## config.mk

```make
export PLATFORM = sky130hd
export DESIGN_NAME = uart_evt_irq
export DESIGN_NICKNAME = d
export VERILOG_FILES = /design/src/rtl/uart_evt_irq_pkg.sv /design/src/rtl/uart_evt_detect.sv /design/src/rtl/uart_evt_status.sv /design/src/rtl/uart_evt_irq_out.sv /design/src/rtl/uart_evt_irq.sv
export SDC_FILE = /design/constraint.sdc
export NUM_CORES = 1
export LEC_CHECK = 0
export BUFFER_PORTS_ARGS = -buffer_cell sky130_fd_sc_hd__buf_2
export CAP_MARGIN = 20
export CORE_ASPECT_RATIO = 1.4
export CORE_MARGIN = 4
export CORE_UTILIZATION = 41
export CTS_CLUSTER_SIZE = 14
export DETAILED_ROUTE_END_ITERATION = 7
export MAX_ROUTING_LAYER = met4
export PLACE_DENSITY = 0.76
export RECOVER_POWER = 50
export SETUP_SLACK_MARGIN = 0.3
export SLEW_MARGIN = 20
export SYNTH_ARGS = -nofsm -noshare
export SYNTH_HDL_FRONTEND = slang
export SYNTH_SLANG_ARGS = --single-unit
```

## constraint.sdc

```tcl
create_clock -name clk -period 1.5 [get_ports clk]
set_clock_uncertainty 0.2 [all_clocks]
set_input_delay 0.075 -clock clk [delete_from_list [all_inputs] [get_ports clk]]
set_output_delay 0.075 -clock clk [all_outputs]
set_load 0.05 [all_outputs]
```

## src/rtl/uart_evt_irq_pkg.sv

```systemverilog
// Shared constants for the UART event interrupt controller.
package uart_evt_irq_pkg;
    localparam int NUM_EVT      = 12;
    localparam int B_RD_EMPTY   = 0;
    localparam int B_WR_FULL    = 1;
    localparam int B_FRAME      = 2;
    localparam int B_PARITY     = 3;
    localparam int B_RX_OVF     = 4;
    localparam int B_RX_AFULL   = 5;
    localparam int B_RSVD       = 6;
    localparam int B_TX_POP     = 7;
    localparam int B_RX_PUSH    = 8;
    localparam int B_WF_POP     = 9;
    localparam int B_PROTO_RD   = 10;
    localparam int B_TX_AEMPTY  = 11;
    localparam logic [NUM_EVT-1:0] VALID_BITS = 12'hFBF;

    typedef enum logic {
        SEL_STATUS = 1'b0,
        SEL_MASK   = 1'b1
    } reg_sel_e;
endpackage

```

## src/rtl/uart_evt_detect.sv

```systemverilog
// Event detector: maps strobes and FIFO levels to a one-cycle event vector.
// Assumes the strobes are single-cycle and synchronous to clk. The counts are
// the occupancy before the push or pop in the same cycle.
module uart_evt_detect
    import uart_evt_irq_pkg::*;
#(
    parameter int CNT_W = 9
) (
    input  logic               clk,
    input  logic               rst_n,
    input  logic               ev_rd_empty,
    input  logic               ev_wr_full,
    input  logic               ev_frame_err,
    input  logic               ev_parity_err,
    input  logic               ev_proto_rd,
    input  logic               rx_push,
    input  logic               rx_full,
    input  logic [CNT_W-1:0]   rx_count,
    input  logic [CNT_W-1:0]   rx_afull_thr,
    input  logic               tx_pop,
    input  logic [CNT_W-1:0]   tx_count,
    input  logic [CNT_W-1:0]   tx_aempty_thr,
    input  logic               wf_pop,
    output logic [NUM_EVT-1:0] evt
);

    // Build the event vector; the threshold events are qualified by push/pop.
    always_comb begin
        evt               = '0;
        evt[B_RD_EMPTY]   = ev_rd_empty;
        evt[B_WR_FULL]    = ev_wr_full;
        evt[B_FRAME]      = ev_frame_err;
        evt[B_PARITY]     = ev_parity_err;
        evt[B_RX_OVF]     = rx_push && rx_full;
        evt[B_RX_AFULL]   = rx_push && (rx_count >= rx_afull_thr);
        evt[B_TX_POP]     = tx_pop;
        evt[B_RX_PUSH]    = rx_push && !rx_full;
        evt[B_WF_POP]     = wf_pop;
        evt[B_PROTO_RD]   = ev_proto_rd;
        evt[B_TX_AEMPTY]  = tx_pop && (tx_count <= tx_aempty_thr);
    end

    AST_OVF_NOT_PUSHED: assert property (@(posedge clk) disable iff (!rst_n)
        rx_push && rx_full |-> !evt[B_RX_PUSH]);
    AST_AFULL_NEEDS_PUSH: assert property (@(posedge clk) disable iff (!rst_n)
        !rx_push |-> !evt[B_RX_AFULL]);
    AST_AEMPTY_NEEDS_POP: assert property (@(posedge clk) disable iff (!rst_n)
        !tx_pop |-> !evt[B_TX_AEMPTY]);
endmodule

```

## src/rtl/uart_evt_status.sv

```systemverilog
// Sticky status register with write-one-to-clear.
// Assumes that set and clear may hit the same bit in one cycle; set wins.
// Reserved positions (outside VALID) are held at zero.
module uart_evt_status #(
    parameter int               W     = 12,
    parameter logic [W-1:0]     VALID = '1
) (
    input  logic         clk,
    input  logic         rst_n,
    input  logic [W-1:0] set,
    input  logic [W-1:0] clr,
    output logic [W-1:0] status_q
);

    // Per-bit sticky storage generated over the width.
    for (genvar i = 0; i < W; i++) begin : g_bit
        if (VALID[i]) begin : g_impl
            // Clear on a written one, then let a same-cycle set override it.
            always_ff @(posedge clk) begin
                if (!rst_n)      status_q[i] <= 1'b0;
                else if (set[i]) status_q[i] <= 1'b1;
                else if (clr[i]) status_q[i] <= 1'b0;
            end
        end else begin : g_rsvd
            assign status_q[i] = 1'b0;
        end
    end

    AST_SET_WINS: assert property (@(posedge clk) disable iff (!rst_n)
        |set |=> ((status_q & $past(set & VALID)) == $past(set & VALID)));
    AST_STICKY: assert property (@(posedge clk) disable iff (!rst_n)
        clr == '0 |=> ((status_q & $past(status_q)) == $past(status_q)));
endmodule

```

## src/rtl/uart_evt_irq_out.sv

```systemverilog
// Mask register and registered interrupt output.
// Assumes the mask resets to all implemented bits set, so every source starts
// masked. irq is taken from registered status and mask, so it lags them by one cycle.
module uart_evt_irq_out #(
    parameter int           W     = 12,
    parameter logic [W-1:0] VALID = '1
) (
    input  logic         clk,
    input  logic         rst_n,
    input  logic         mask_we,
    input  logic [W-1:0] mask_wdata,
    input  logic [W-1:0] status,
    output logic [W-1:0] mask_q,
    output logic         irq
);

    // Mask storage; reserved bits are forced to zero.
    always_ff @(posedge clk) begin
        if (!rst_n)       mask_q <= VALID;
        else if (mask_we) mask_q <= mask_wdata & VALID;
    end

    // Registered OR of the unmasked status bits.
    always_ff @(posedge clk) begin
        if (!rst_n) irq <= 1'b0;
        else        irq <= |(status & ~mask_q);
    end

    AST_FULL_MASK_QUIET: assert property (@(posedge clk) disable iff (!rst_n)
        ((mask_q & VALID) == VALID) |=> !irq);
    AST_NO_STATUS_NO_IRQ: assert property (@(posedge clk) disable iff (!rst_n)
        (status == '0) |=> !irq);
endmodule

```

## src/rtl/uart_evt_irq.sv

```systemverilog
// Top of the UART event interrupt controller: event detection, sticky status,
// mask and interrupt line, plus a two-register read/write port
// (select 0 status, select 1 mask). Reads have no side effects.
module uart_evt_irq
    import uart_evt_irq_pkg::*;
#(
    parameter int FIFO_DEPTH = 256,
    localparam int CNT_W     = $clog2(FIFO_DEPTH + 1)
) (
    input  logic               clk,
    input  logic               rst_n,
    input  logic               ev_rd_empty,
    input  logic               ev_wr_full,
    input  logic               ev_frame_err,
    input  logic               ev_parity_err,
    input  logic               ev_proto_rd,
    input  logic               rx_push,
    input  logic               rx_full,
    input  logic [CNT_W-1:0]   rx_count,
    input  logic [CNT_W-1:0]   rx_afull_thr,
    input  logic               tx_pop,
    input  logic [CNT_W-1:0]   tx_count,
    input  logic [CNT_W-1:0]   tx_aempty_thr,
    input  logic               wf_pop,
    input  logic               reg_sel,
    input  logic               reg_wr,
    input  logic [NUM_EVT-1:0] reg_wdata,
    output logic [NUM_EVT-1:0] reg_rdata,
    output logic               irq
);

    logic [NUM_EVT-1:0] evt;
    logic [NUM_EVT-1:0] status_q;
    logic [NUM_EVT-1:0] mask_q;
    logic [NUM_EVT-1:0] w1c;
    logic               mask_we;

    uart_evt_detect #(.CNT_W(CNT_W)) u_detect (
        .clk(clk), .rst_n(rst_n),
        .ev_rd_empty(ev_rd_empty), .ev_wr_full(ev_wr_full),
        .ev_frame_err(ev_frame_err), .ev_parity_err(ev_parity_err),
        .ev_proto_rd(ev_proto_rd), .rx_push(rx_push), .rx_full(rx_full),
        .rx_count(rx_count), .rx_afull_thr(rx_afull_thr),
        .tx_pop(tx_pop), .tx_count(tx_count), .tx_aempty_thr(tx_aempty_thr),
        .wf_pop(wf_pop), .evt(evt)
    );

    // Decode the register writes into a clear vector and a mask strobe.
    always_comb begin
        w1c     = (reg_wr && reg_sel == SEL_STATUS) ? reg_wdata : '0;
        mask_we = reg_wr && (reg_sel == SEL_MASK);
    end

    uart_evt_status #(.W(NUM_EVT), .VALID(VALID_BITS)) u_status (
        .clk(clk), .rst_n(rst_n), .set(evt), .clr(w1c), .status_q(status_q)
    );

    uart_evt_irq_out #(.W(NUM_EVT), .VALID(VALID_BITS)) u_irq (
        .clk(clk), .rst_n(rst_n), .mask_we(mask_we), .mask_wdata(reg_wdata),
        .status(status_q), .mask_q(mask_q), .irq(irq)
    );

    // Side-effect-free read multiplexer.
    assign reg_rdata = (reg_sel == SEL_MASK) ? mask_q : status_q;

    AST_RSVD_READS_ZERO: assert property (@(posedge clk) disable iff (!rst_n)
        !reg_rdata[B_RSVD]);
    AST_MASKED_RECORDED: assert property (@(posedge clk) disable iff (!rst_n)
        evt[B_FRAME] |=> (status_q[B_FRAME] || irq == $past(irq)) && status_q[B_FRAME]);
endmodule

```

==> Word level (Yosys, flattened, before mapping) <==
Index checks and enable logic that the tools add are counted.
{ "totals": {"reg_bits": 23, "inputBits": 61} }
{ "classes": {"n_lt_le_gt_ge": 2, "mux": 24, "bitwise": 3, "n_reduce_logical": 19} }
{ "op_table": {"columns": ["cell", "count"], "rows": [
  ["$mux W12", 2],
  ["$mux W1", 22],
  ["$reduce_bool A2 Y1", 11],
  ["$and A12 B12 Y12", 1],
  ["$not A12 Y12", 1],
  ["$reduce_or A12 Y1", 1],
  ["$ge A9 B9 Y1", 1],
  ["$le A9 B9 Y1", 1],
  ["$logic_and A1 B1 Y1", 6],
  ["$logic_not A1 Y1", 1],
  ["$not A1 Y1", 1]
]} }

==> Depth between registers and ports, before layout <==
Gate-level depths: netlist of the first run.
{ "depth": {"word_depth": 5, "ltp_mapped": 6, "depth_no_buf": 6} }

==> Hierarchy <==
From an unflattened synthesis of the first run, not the netlist that was laid out.
{ "unflattened": {"hier_cells": 194, "area_unflattened_um2": 1767.9} }
{ "by_module_without_submodules": {"columns": ["mod", "n_inst", "cells_each", "area_each_um2", "seq_area_each_um2"], "rows": [
  ["uart_evt_detect", 1, 74, 530.5, 0.0],
  ["uart_evt_irq_out", 1, 55, 526.8, 240.2],
  ["uart_evt_status", 1, 36, 394.1, 220.2],
  ["uart_evt_irq", 1, 29, 316.6, 0.0]
]} }

==> Least setup slack after synthesis of the first run <==
OpenSTA, ideal clock, no wires.
{ "synth_timing": {"path_type": "input -> output", "startpoint": "in reg_sel", "endpoint": "out reg_rdata[1]", "arrival_ns": 1.484, "required_ns": 1.225, "slack_ns": -0.259, "stages": 3, "n_path_buf": 2, "cell_sequence": "buf_4 buf_2 o21ai_0"} }
{ "synth_via": {"elab_chain_cells": 1} }
{ "synth_lines": {"columns": ["item", "line", "text"], "rows": [
  ["from (decl)", "uart_evt_irq.sv:25", "input logic reg_sel,"],
  ["$mux W12", "uart_evt_irq.sv:64", "assign reg_rdata = (reg_sel == SEL_MASK) ? mask_q : status_q;"],
  ["to (decl)", "uart_evt_irq.sv:28", "output logic [NUM_EVT-1:0] reg_rdata,"]
]} }
No other way between the ends.

==> Worst setup path in the final report of the first run <==
{ "layout_timing": {"startpoint": "reg u_irq.mask_q[0]", "endpoint": "out reg_rdata[0]"} }
{ "layout_via": {"elab_chain_cells": 1} }
{ "layout_lines": {"columns": ["item", "line", "text"], "rows": [
  ["from (decl)", "uart_evt_irq_out.sv:13", "output logic [W-1:0] mask_q,"],
  ["from (signal assigned)", "uart_evt_irq_out.sv:20", "else if (mask_we) mask_q <= mask_wdata & VALID;"],
  ["$mux W12", "uart_evt_irq.sv:64", null]
]} }
No other way between the ends.

==> metrics.txt, run 1 <==
number of synthesized flops with an enable pin 0; final worst-path cycle share 0.921; status finished, final reports clean; Sequential Power Share 0.397; Synth Warn # 0; CTS tree yes; Remaining DRCs 0; io pins 74; clk_lat worst skew 260 ps; Core Region roughly 3400 sq um; Worst EP arrival 1110 ps; mapped cell area between 1000 and 1500 sq um; largest net degree at the start of global routing 19; clock network power share 0.220; number of synthesized register bits 23; Non-Filler Instances 331; first-pass GRT wire length 7290 um; final antenna-violating net count 0; clock sinks 23; Port Buf Inserts 71; Via-to-Cell Ratio roughly 5; # rows 25; ys flop type dfxtp_1; Worst EP required 1220 ps; aggregate routed wire length between 4000 and 5000 um; WS Path Type reg2out; Comb pwr share 0.383; antenna cells 0; Sw Share 0.330; largest stage delay on the critical path 330 ps; Pleak 1.20 nW; Final Setup Violations 0; Pint 0.00116 W; NetSw 0.000573 W; Period minus WS final 1380 ps; post-synthesis async set-or-reset flop share 0; Syn-to-layout area delta 62.6%; DP HPWL 3140 um; max cap viols 0; Gate Count Post-Synth 190; Fmax 724 MHz; Seq/Total Area, Yosys 0.315; Hold WC Path Type in2reg; initial antenna violation count 0; RSZ-0062 raised after global routing true; share of cells above drive strength 1 0.405; PD cells 731 nW/um^2; CTS clk-pin slew, worst paths 80 ps; drt first pass iters 4; die boundary height approximately 79 um; placed cell count 300; Initial Util 0.428; Hold Vio Cnt, Final 0; vias after detailed routing 1660; Die Area 4590 sq um; Max Root-Sink Buffers 2; crit-path leading delay family flip-flops; Startpoint Class flop; WP buf/inv 2; Worst Hold Slack approximately 1.2 ps; VDD IR-drop max 0.000545 V; Critical Path Sink Type primary output; Starting DRT DRC Count between 40 and 50; cell chain of the critical path buf_6 > mux2_4 > buf_8; syn_nets about 270; Worst Path Max Fanout 2; Avg Cell Area, Syn 7.69 sq um; total CTS buffers 3; Die X ~60 um; nets@finish 371; Synth cell types 32; htree depth 1; pins over their slew limit 0; GRT Overall Usage 0.203; clk root buf clkbuf_8; CP max stage cell dfxtp_2; vias in the first global route around 1.7k; drt wl/cell 13.5 um; grt ovf 0; GP Congestion around 0.86
## power groups by stage
stage | Sequential (W) | Combinational [W] | Clock, W
final | 0.000690 | 0.000666 | 0.000381
after global routing | 0.000695 | 0.000724 | 0.000428
after CTS | 0.000685 | 0.000651 | 0.000391
after detailed placement | 0.000698 | 0.000514 | 0
after global placement | 0.000695 | 0.000502 | 0
after floorplan | 0.000702 | 0.000328 | 0
## cell usage in the layout, fill, tap and decap left out, drive strengths merged
cell,n
dlygate4sd3,22
ha,18
a22oi,2
o2bb2ai,1
a21oi,17
a21o,1
inv,28
nor4,1
o211ai,4
clkinv,1
nand4,1
a222oi,1
mux2,8
o21ai,5
nor3,1
o2111ai,3
a211oi,1
nand2,34
conb,1
buf,76
nand2b,4
o21a,1
nand3b,1
nand3,7
clkbuf,10
or4,1
o22ai,1
and2,1
dfxtp,23
o311a,1
nor2,11
nor2b,3
a2111oi,1
## logic make-up (layout without fill, tap and decap cells)
family | count (synthesis) | count (layout) | share of synthesized area
mux | 8 | 8 | 0.0617
compound gates | 39 | 39 | 0.170
other cells | 1 | 1 | 0.00257
simple gates | 65 | 65 | 0.196
flops | 23 | 23 | 0.315
buf+inv | 36 | 137 | 0.100
fa+ha+maj | 18 | 18 | 0.154
## sequential cells by signal, indices dropped and copies added, names as in the netlist
register and flops:
u_status.status_q 11, u_irq.mask_q 11, u_irq.irq 1
## Yosys cell counts, types with 2 or more instances
cell type  number  area share
ha_1           18        0.15
buf_4           2       0.010
dfxtp_1        23        0.32
a22oi_1         2       0.010
buf_2           3       0.010
o211ai_1        4       0.021
clkbuf_1        3      0.0077
nor2b_1         3       0.013
nor2_1         11       0.028
mux2_2          8       0.062
o2111ai_1       3       0.018
nand2_1        34       0.087
inv_1          28       0.072
nand3_1         7       0.024
nand2b_1        4       0.017
o21ai_0         5       0.017
a21oi_1        17       0.058
## metrics by stage
step                      area (sq um)  worst slack [ps]  TNS [ps]  utilization  power [W]
after floorplan                   1500               119         0            -    0.00103
after global placement            1920             -77.8     -77.8        0.563    0.00120
after detailed placement          1920             -80.1     -80.1        0.563    0.00121
after CTS                         2350               117         0        0.690    0.00173
after global routing              2370              65.3         0        0.697    0.00185
final                             2370               118         0        0.697    0.00174
## worst paths after layout
check	from	endpoint	slack [ps]	cells past startpoint
hold / removal	tx_pop	u_status.status_q[11]	1	4
setup reg to reg	u_irq.mask_q[10]	u_irq.irq	210	4
setup / recovery	u_irq.mask_q[0]	reg_rdata[0]	120	3
hold reg to reg	u_irq.mask_q[9]	u_irq.mask_q[9]	280	2
## timing repair
| action | CTS | global route |
|---|---|---|
| pin swaps | 3 | 2 |
| setup endpoints to repair | 13 | 14 |
| resized for setup | 46 | 13 |
| hold buffers | 22 | 0 |
| hold endpoints to repair | 22 | 0 |
| setup buffers | 4 | 1 |
## tightest hold or removal path, cell delays in order
cell,delay [ps]
buf_2,120
o2111ai_2,90
a21oi_2,30
o2bb2ai_1,100
## final cells by class
type	count	area (sq um)
fill	271	1030
tap	40	50.0
clock inverter	1	5.00
clock buffer	3	41.3
inverter	28	120
multi-input combinational	131	933
sequential	23	478
timing repair buffer	105	747
## per-layer routing
metal / share of wire / vias to the layer above / track usage
li1: - / 841 / -
met1: 0.37 / 740 / 0.216
met2: 0.54 / 68 / 0.368
met3: 0.070 / 11 / 0.0247
met4: 0.020 / 0 / 0.0835
met5: 0 / - / -
Power figures use the tool's default switching activity.
==> run 2, diff against run 1 <==
- ABC_AREA: not set -> 1
- BUFFER_PORTS_ARGS: -buffer_cell sky130_fd_sc_hd__buf_2 -> not set
- CORE_UTILIZATION: 41 -> 50
- DONT_BUFFER_PORTS: not set -> 1
- PLACE_DENSITY: 0.76 -> 0.68
==> run 2 against run 1 <==
Net effect: the flow now finishes with violations (negative hold slack); sequential share of layout area grew 3.8 points; critical path depth stayed put; sequential cell count is the same; critical path type unchanged; critical endpoint is now reg_rdata[3]; highest routed layer unchanged.
==> metrics.txt, run 2 <==
status finished, violations left (was finished, final reports clean); failing checks negative hold slack; Gate Count Post-Synth 228 (was 190); io pins 74 (unchanged); most frequent cells in the layout nand2_1, inv_1, dlygate4sd3_1, ha_1, dfxtp_2 (was buf_2, nand2_1, inv_1, dlygate4sd3_1); number of synthesized register bits 23 (unchanged); CTS tree yes (unchanged); PD cells 783 nW/um^2 (was 731 nW/um^2); most common cell after layout, fill and taps aside nand2_1 (was buf_2); share of cells above drive strength 1 0.232 (was 0.405); count leader, synth nand2_1 (unchanged); aggregate routed wire length 3550 um (was 4460 um); Area after DPL 1660 sq um (was 1920 sq um); VDD IR-drop max 0.000477 V (was 0.000545 V); clock sinks 23 (unchanged); WS Path Type reg2out (unchanged); grt ovf 0 (unchanged); hold buffer count at CTS 20 (was 22); drt wl/cell 12.0 um (was 13.5 um); Port Buf Inserts 0 (was 71); Worst Path Max Fanout 2 (unchanged); Worst Hold Slack -306 ps (was 1.21 ps); Met3 Wirelength 165 um (was 311 um); nets@finish 339 (was 371); GP Congestion 0.817 (was 0.859); Hold WC Path Type in2reg (unchanged); Remaining DRCs 0 (unchanged); Yosys top cell area share 0.299 (was 0.315); Core Util, Final 0.695 (was 0.697); Synth Warn # 0 (unchanged); Die Area 4040 sq um (was 4590 sq um); max cap viols 0 (unchanged); Worst EP required 1220 ps (about the same); number of synthesized flops with an enable pin 0 (unchanged); Period minus WS final 1240 ps (was 1380 ps); mapped cell area 1540 sq um (was 1460 sq um); vias after detailed routing 1483 (was 1660); Worst EP arrival 960 ps (was 1110 ps); Die X 54.9 um (was 58.4 um); ys flop type dfxtp_1 (unchanged); synth top area cells dfxtp_1, ha_1, nand2_1 (unchanged); Max Root-Sink Buffers 2 (unchanged); hold depth 1 (was 4); routed wl met2 1950 um (was 2430 um); M1 WL 1380 um (was 1630 um); Largest regs u_irq.mask_q x11, u_status.status_q x11, u_irq.irq x1 (unchanged); R2R cell count 7 (was 4); final antenna-violating net count 0 (unchanged); total CTS buffers 3 (unchanged); top post-synthesis cells by count nand2_1, inv_1, dfxtp_1 (unchanged); Starting DRT DRC Count 25 (was 44); first-pass GRT wire length 5680 um (was 7290 um); Via-to-Cell Ratio 5.01 (was 5.02); Syn-to-layout area delta 31.3% (was 62.6%); Avg Cell Area, Syn 6.74 sq um (was 7.69 sq um); Final Setup Violations 0 (unchanged); vias in the first global route 1418 (was 1740); DP HPWL 2750 um (was 3140 um); clk root buf clkbuf_8 (unchanged); Hold Vio Cnt, Final 23 (was 0); Top Layer Used met4 (unchanged); Core Region 2910 sq um (was 3410 sq um); htree depth 1 (unchanged); area leader, netlist dfxtp_1 (unchanged); Critical Path Sink Type primary output (unchanged); die boundary height 73.6 um (was 78.6 um); initial antenna violation count 0 (unchanged); pins over their slew limit 0 (unchanged); Pleak 1.07 nW (was 1.20 nW); post-synthesis async set-or-reset flop share 0 (unchanged); largest net degree at the start of global routing 23 (was 19); syn_nets 307 (was 269); Synth cell types 26 (was 32); drt first pass iters 4 (unchanged); GRT Overall Usage 0.194 (was 0.203); CTS clk-pin slew, worst paths 80 ps (about the same); overall power 0.00158 W (was 0.00174 W); design area 2020 sq um (was 2370 sq um); # rows 23 (was 25); final worst-path cycle share 0.824 (was 0.921); antenna cells 0 (unchanged); RSZ-0062 raised after global routing true (unchanged); Fmax 809 MHz (was 724 MHz); Seq/Total Area, Yosys 0.299 (was 0.315); Initial Util 0.529 (was 0.428); Startpoint Class flop (unchanged); clk_lat worst skew 260 ps (about the same); Setup TNS Final 0 ps (unchanged)
==> run 2: cell types whose count changed after synthesis, sizes merged, moves of 4 or more <==
cell	previous run	this run
mux2	8	0
nand2	34	57
nand2b	4	0
o21ai	5	18
inv	28	51
nand3	7	11
==> run 2: repair_timing <==
| item | in CTS | in global routing |
|---|---|---|
| gates resized for setup | 29 | 13 |
| setup endpoints to repair | 11 | 12 |
| cloned | 0 | 0 |
| setup buffers | 3 | 0 |
| endpoints found under the hold margin | 23 | 23 |
| pin swaps | 5 | 11 |
==> run 2: cells by family (layout without fill, tap and decap cells) <==
kind of cell	Yosys count	after routing	share of synthesized area
AO/OA/AOI/OAI	48	48	0.177
adder cells (fa/ha/maj)	18	18	0.146
buffers and inverters	58	89	0.153
flip-flops	23	23	0.299
other	1	1	0.00244
AND/OR/NAND/NOR	80	80	0.222
==> run 2: stage by stage <==
stage	worst slack, ps	hold WS, ps	instances
after global placement	258	-38.6	269
after detailed placement	247	-34.7	269
after CTS	255	-311	296
final	264	-306	296
after global routing	208	-313	296
after floorplan	315	-26.4	228
==> run 2: path summary, 6_finish.rpt <==
check	to	slack, ps	from
max	reg_rdata[3]	260	u_status.status_q[3]
min	u_irq.mask_q[3]	-310	rst_n
max reg2reg	u_irq.irq	360	u_status.status_q[0]
min reg2reg	u_status.status_q[8]	260	u_status.status_q[8]
==> run 2: critical path: stages (launching register included) <==
cell     delay [ps]
dfxtp_2         340
inv_1            60
o21ai_2         130
buf_6           170
==> run 2: power breakdown <==
part           switching (W)  internal [W]
registers          0.0000421      0.000663
logic               0.000284      0.000211
clock network       0.000196      0.000185
total               0.000522       0.00106
==> run 2: metal layers <==
metal,up-vias,track usage
met5,-,-
met4,0,0.0665
met3,5,0.0203
met2,52,0.355
met1,640,0.205
li1,786,-
==> run 2: cell type report <==
cell class | count | area, sq um
clock inverters | 1 | 5.00
fillers | 254 | 887
multi-input cells | 147 | 898
flip-flops and latches | 23 | 483
well taps | 37 | 46.3
clock buffers | 3 | 41.3
inverters | 51 | 191
repair buffers | 34 | 354
==> run 3, diff against run 2 <==
- PLACE_DENSITY: 0.68 -> not set
- clock period: 1.5 -> 1.2 ns (I/O delays scaled with it)
==> run 3 against run 2 <==
Net effect: the run ends with negative hold slack, negative setup slack left; die area stayed put; first-iteration DRC count increased by 8.0%; critical path depth down 1; non-clock buffer count fell by 8; highest routed layer unchanged.
==> metrics.txt, run 3 (synthesis gave the netlist of run 2 again) <==
Worst EP required 940 ps (was 1220 ps); Hold WC Path Type in2reg (unchanged); Max Root-Sink Buffers 2 (unchanged); DP HPWL 3080 um (was 2750 um); Sequential Power Share 0.426 (was 0.446); NetSw 0.000721 W (was 0.000522 W); Sw Share 0.348 (was 0.330); htree depth 1 (unchanged); Remaining DRCs 0 (unchanged); grt ovf 0 (unchanged); status finished, violations left (unchanged); VDD IR-drop max 0.000536 V (was 0.000477 V); Largest regs u_irq.mask_q x11, u_status.status_q x11, u_irq.irq x1 (unchanged); Critical Path Sink Type primary output (unchanged); final antenna-violating net count 0 (unchanged); CP max stage cell dfxtp_2 (unchanged); Starting DRT DRC Count 27 (was 25); Final Setup Violations 12 (was 0); most frequent cells in the layout nand2_1, inv_1, inv_2, dlygate4sd3_1, ha_4 (was nand2_1, inv_1, dlygate4sd3_1, ha_1, dfxtp_2); Pleak 1.07 nW (about the same); Via-to-Cell Ratio 5.34 (was 5.01); die boundary height 73.6 um (unchanged); pins over their slew limit 0 (unchanged); final worst-path cycle share 1.05; most common cell after layout, fill and taps aside nand2_1 (unchanged); aggregate routed wire length 4090 um (was 3550 um); pre-CTS setup slack 24.8 ps (was 247 ps); Core Region 2910 sq um (unchanged); first-pass GRT wire length 6290 um (was 5680 um); CTS tree yes (unchanged); WS Path Type reg2out (unchanged); Worst EP arrival 1000 ps (was 960 ps); Final WS setup -56.1 ps (was 264 ps); vias after detailed routing 1539 (was 1483); GRT Overall Usage 0.212 (was 0.194); antenna cells 0 (unchanged); Pint 0.00135 W (was 0.00106 W); RSZ-0062 raised after global routing true (unchanged); nets@finish 331 (was 339); drt first pass iters 4 (unchanged); Port Buf Inserts 0 (unchanged); FF/Latch Area 478 sq um (was 483 sq um); Syn-to-layout area delta 47.7% (was 31.3%); placed cell count 259 (was 269); total CTS buffers 3 (unchanged); clock sinks 23 (unchanged); CTS clk-pin slew, worst paths 80 ps (about the same); drt wl/cell 14.2 um (was 12.0 um); PD cells 912 nW/um^2 (was 783 nW/um^2); initial antenna violation count 0 (unchanged); # rows 23 (unchanged); largest net degree at the start of global routing 23 (unchanged); clock network power share 0.237 (was 0.241); Die Area 4040 sq um (unchanged); clk root buf clkbuf_8 (unchanged); Initial Util 0.529 (unchanged); Filler Cells Inserted 211 (was 254); cell chain of the critical path inv_2 > o21ai_4 (was inv_1 > o21ai_2 > buf_6); io pins 74 (unchanged); Setup TNS Final -501 ps (was 0 ps); Die X 54.9 um (unchanged); Worst Path Max Fanout 2 (unchanged); Startpoint Class flop (unchanged); GP Congestion 0.699 (was 0.817); Comb pwr share 0.337 (was 0.313); clk_lat worst skew 270 ps (was 260 ps); Worst Hold Slack -327 ps (was -306 ps); largest stage delay on the critical path 350 ps (was 340 ps); Fmax 796 MHz; share of cells above drive strength 1 0.351 (was 0.232); Period minus WS final 1260 ps; Hold Vio Cnt, Final 23 (unchanged); Multi-input gate area 1180 sq um (was 898 sq um); failing checks negative hold slack, negative setup slack (was negative hold slack); vias in the first global route 1585 (was 1418); max cap viols 0 (unchanged); Non-Filler Instances 288 (was 296)
==> run 3: cell count changes in the layout (fill, tap and decap cells not counted), sizes merged <==
cell          previous run  this run
dlymetal6s4s             0         4
dlygate4sd3             20        16
buf                     14         6
inv                     51        49
clkinv                   1         3
==> run 3: routing by layer <==
layer	wire [um]	vias to the layer above	global-route usage
li1	-	768	-
met5	0	-	-
met3	218	7	0.0345
met4	68	0	0.0803
met2	2310	46	0.395
met1	1490	718	0.208
==> run 3: critical path, delay by kind of cell (launching register included) <==
kind	cells	cell delay [ps]
buffers and inverters	1	50
flip-flops	1	350
AO/OA/AOI/OAI	1	330
==> run 3: final timing paths <==
check,startpoint,endpoint,slack (ps),cells past startpoint
worst min-delay path,rst_n,u_irq.mask_q[3],-330,1
worst min register to register,u_status.status_q[10],u_status.status_q[10],280,2
worst max-delay path,u_status.status_q[5],reg_rdata[5],-60,2
worst max register to register,u_status.status_q[2],u_irq.irq,0,7
==> run 3: area by class of cell <==
cell class / instances / area share
Clock inverter: 1 / 0.00220
Timing Repair Buffer: 26 / 0.114
Multi-Input combinational cell: 147 / 0.518
Clock buffer: 3 / 0.0182
Sequential cell: 23 / 0.210
Tap cell: 37 / 0.0204
Inverter: 51 / 0.116
==> run 3: what timing repair did <==
item / 4_1_cts / 5_1_grt
hold endpoints to repair: 23 / 23
endpoints found under the setup margin: 13 / 24
gates resized for setup: 11 / 26
setup buffers: 4 / 1
hold buffers: 20 / 5
pin swaps: 10 / 33
==> run 3: per-stage QoR <==
step           area [sq um]   util  power (W)
3_3_place_gp           1860  0.640    0.00144
6_report               2270  0.781    0.00207
5_1_grt                2270  0.781    0.00219
4_1_cts                2150  0.740    0.00201
3_5_place_dp           1860  0.640    0.00146
2_1_floorplan          1850      -    0.00142
==> run 3: power groups by stage <==
stage          Clock, W  Combinational, W  Sequential, W
2_1_floorplan         0          0.000532       0.000883
3_3_place_gp          0          0.000547       0.000889
3_5_place_dp          0          0.000570       0.000892
4_1_cts        0.000489          0.000646       0.000879
5_1_grt        0.000523          0.000775       0.000887
6_report       0.000492          0.000698       0.000882
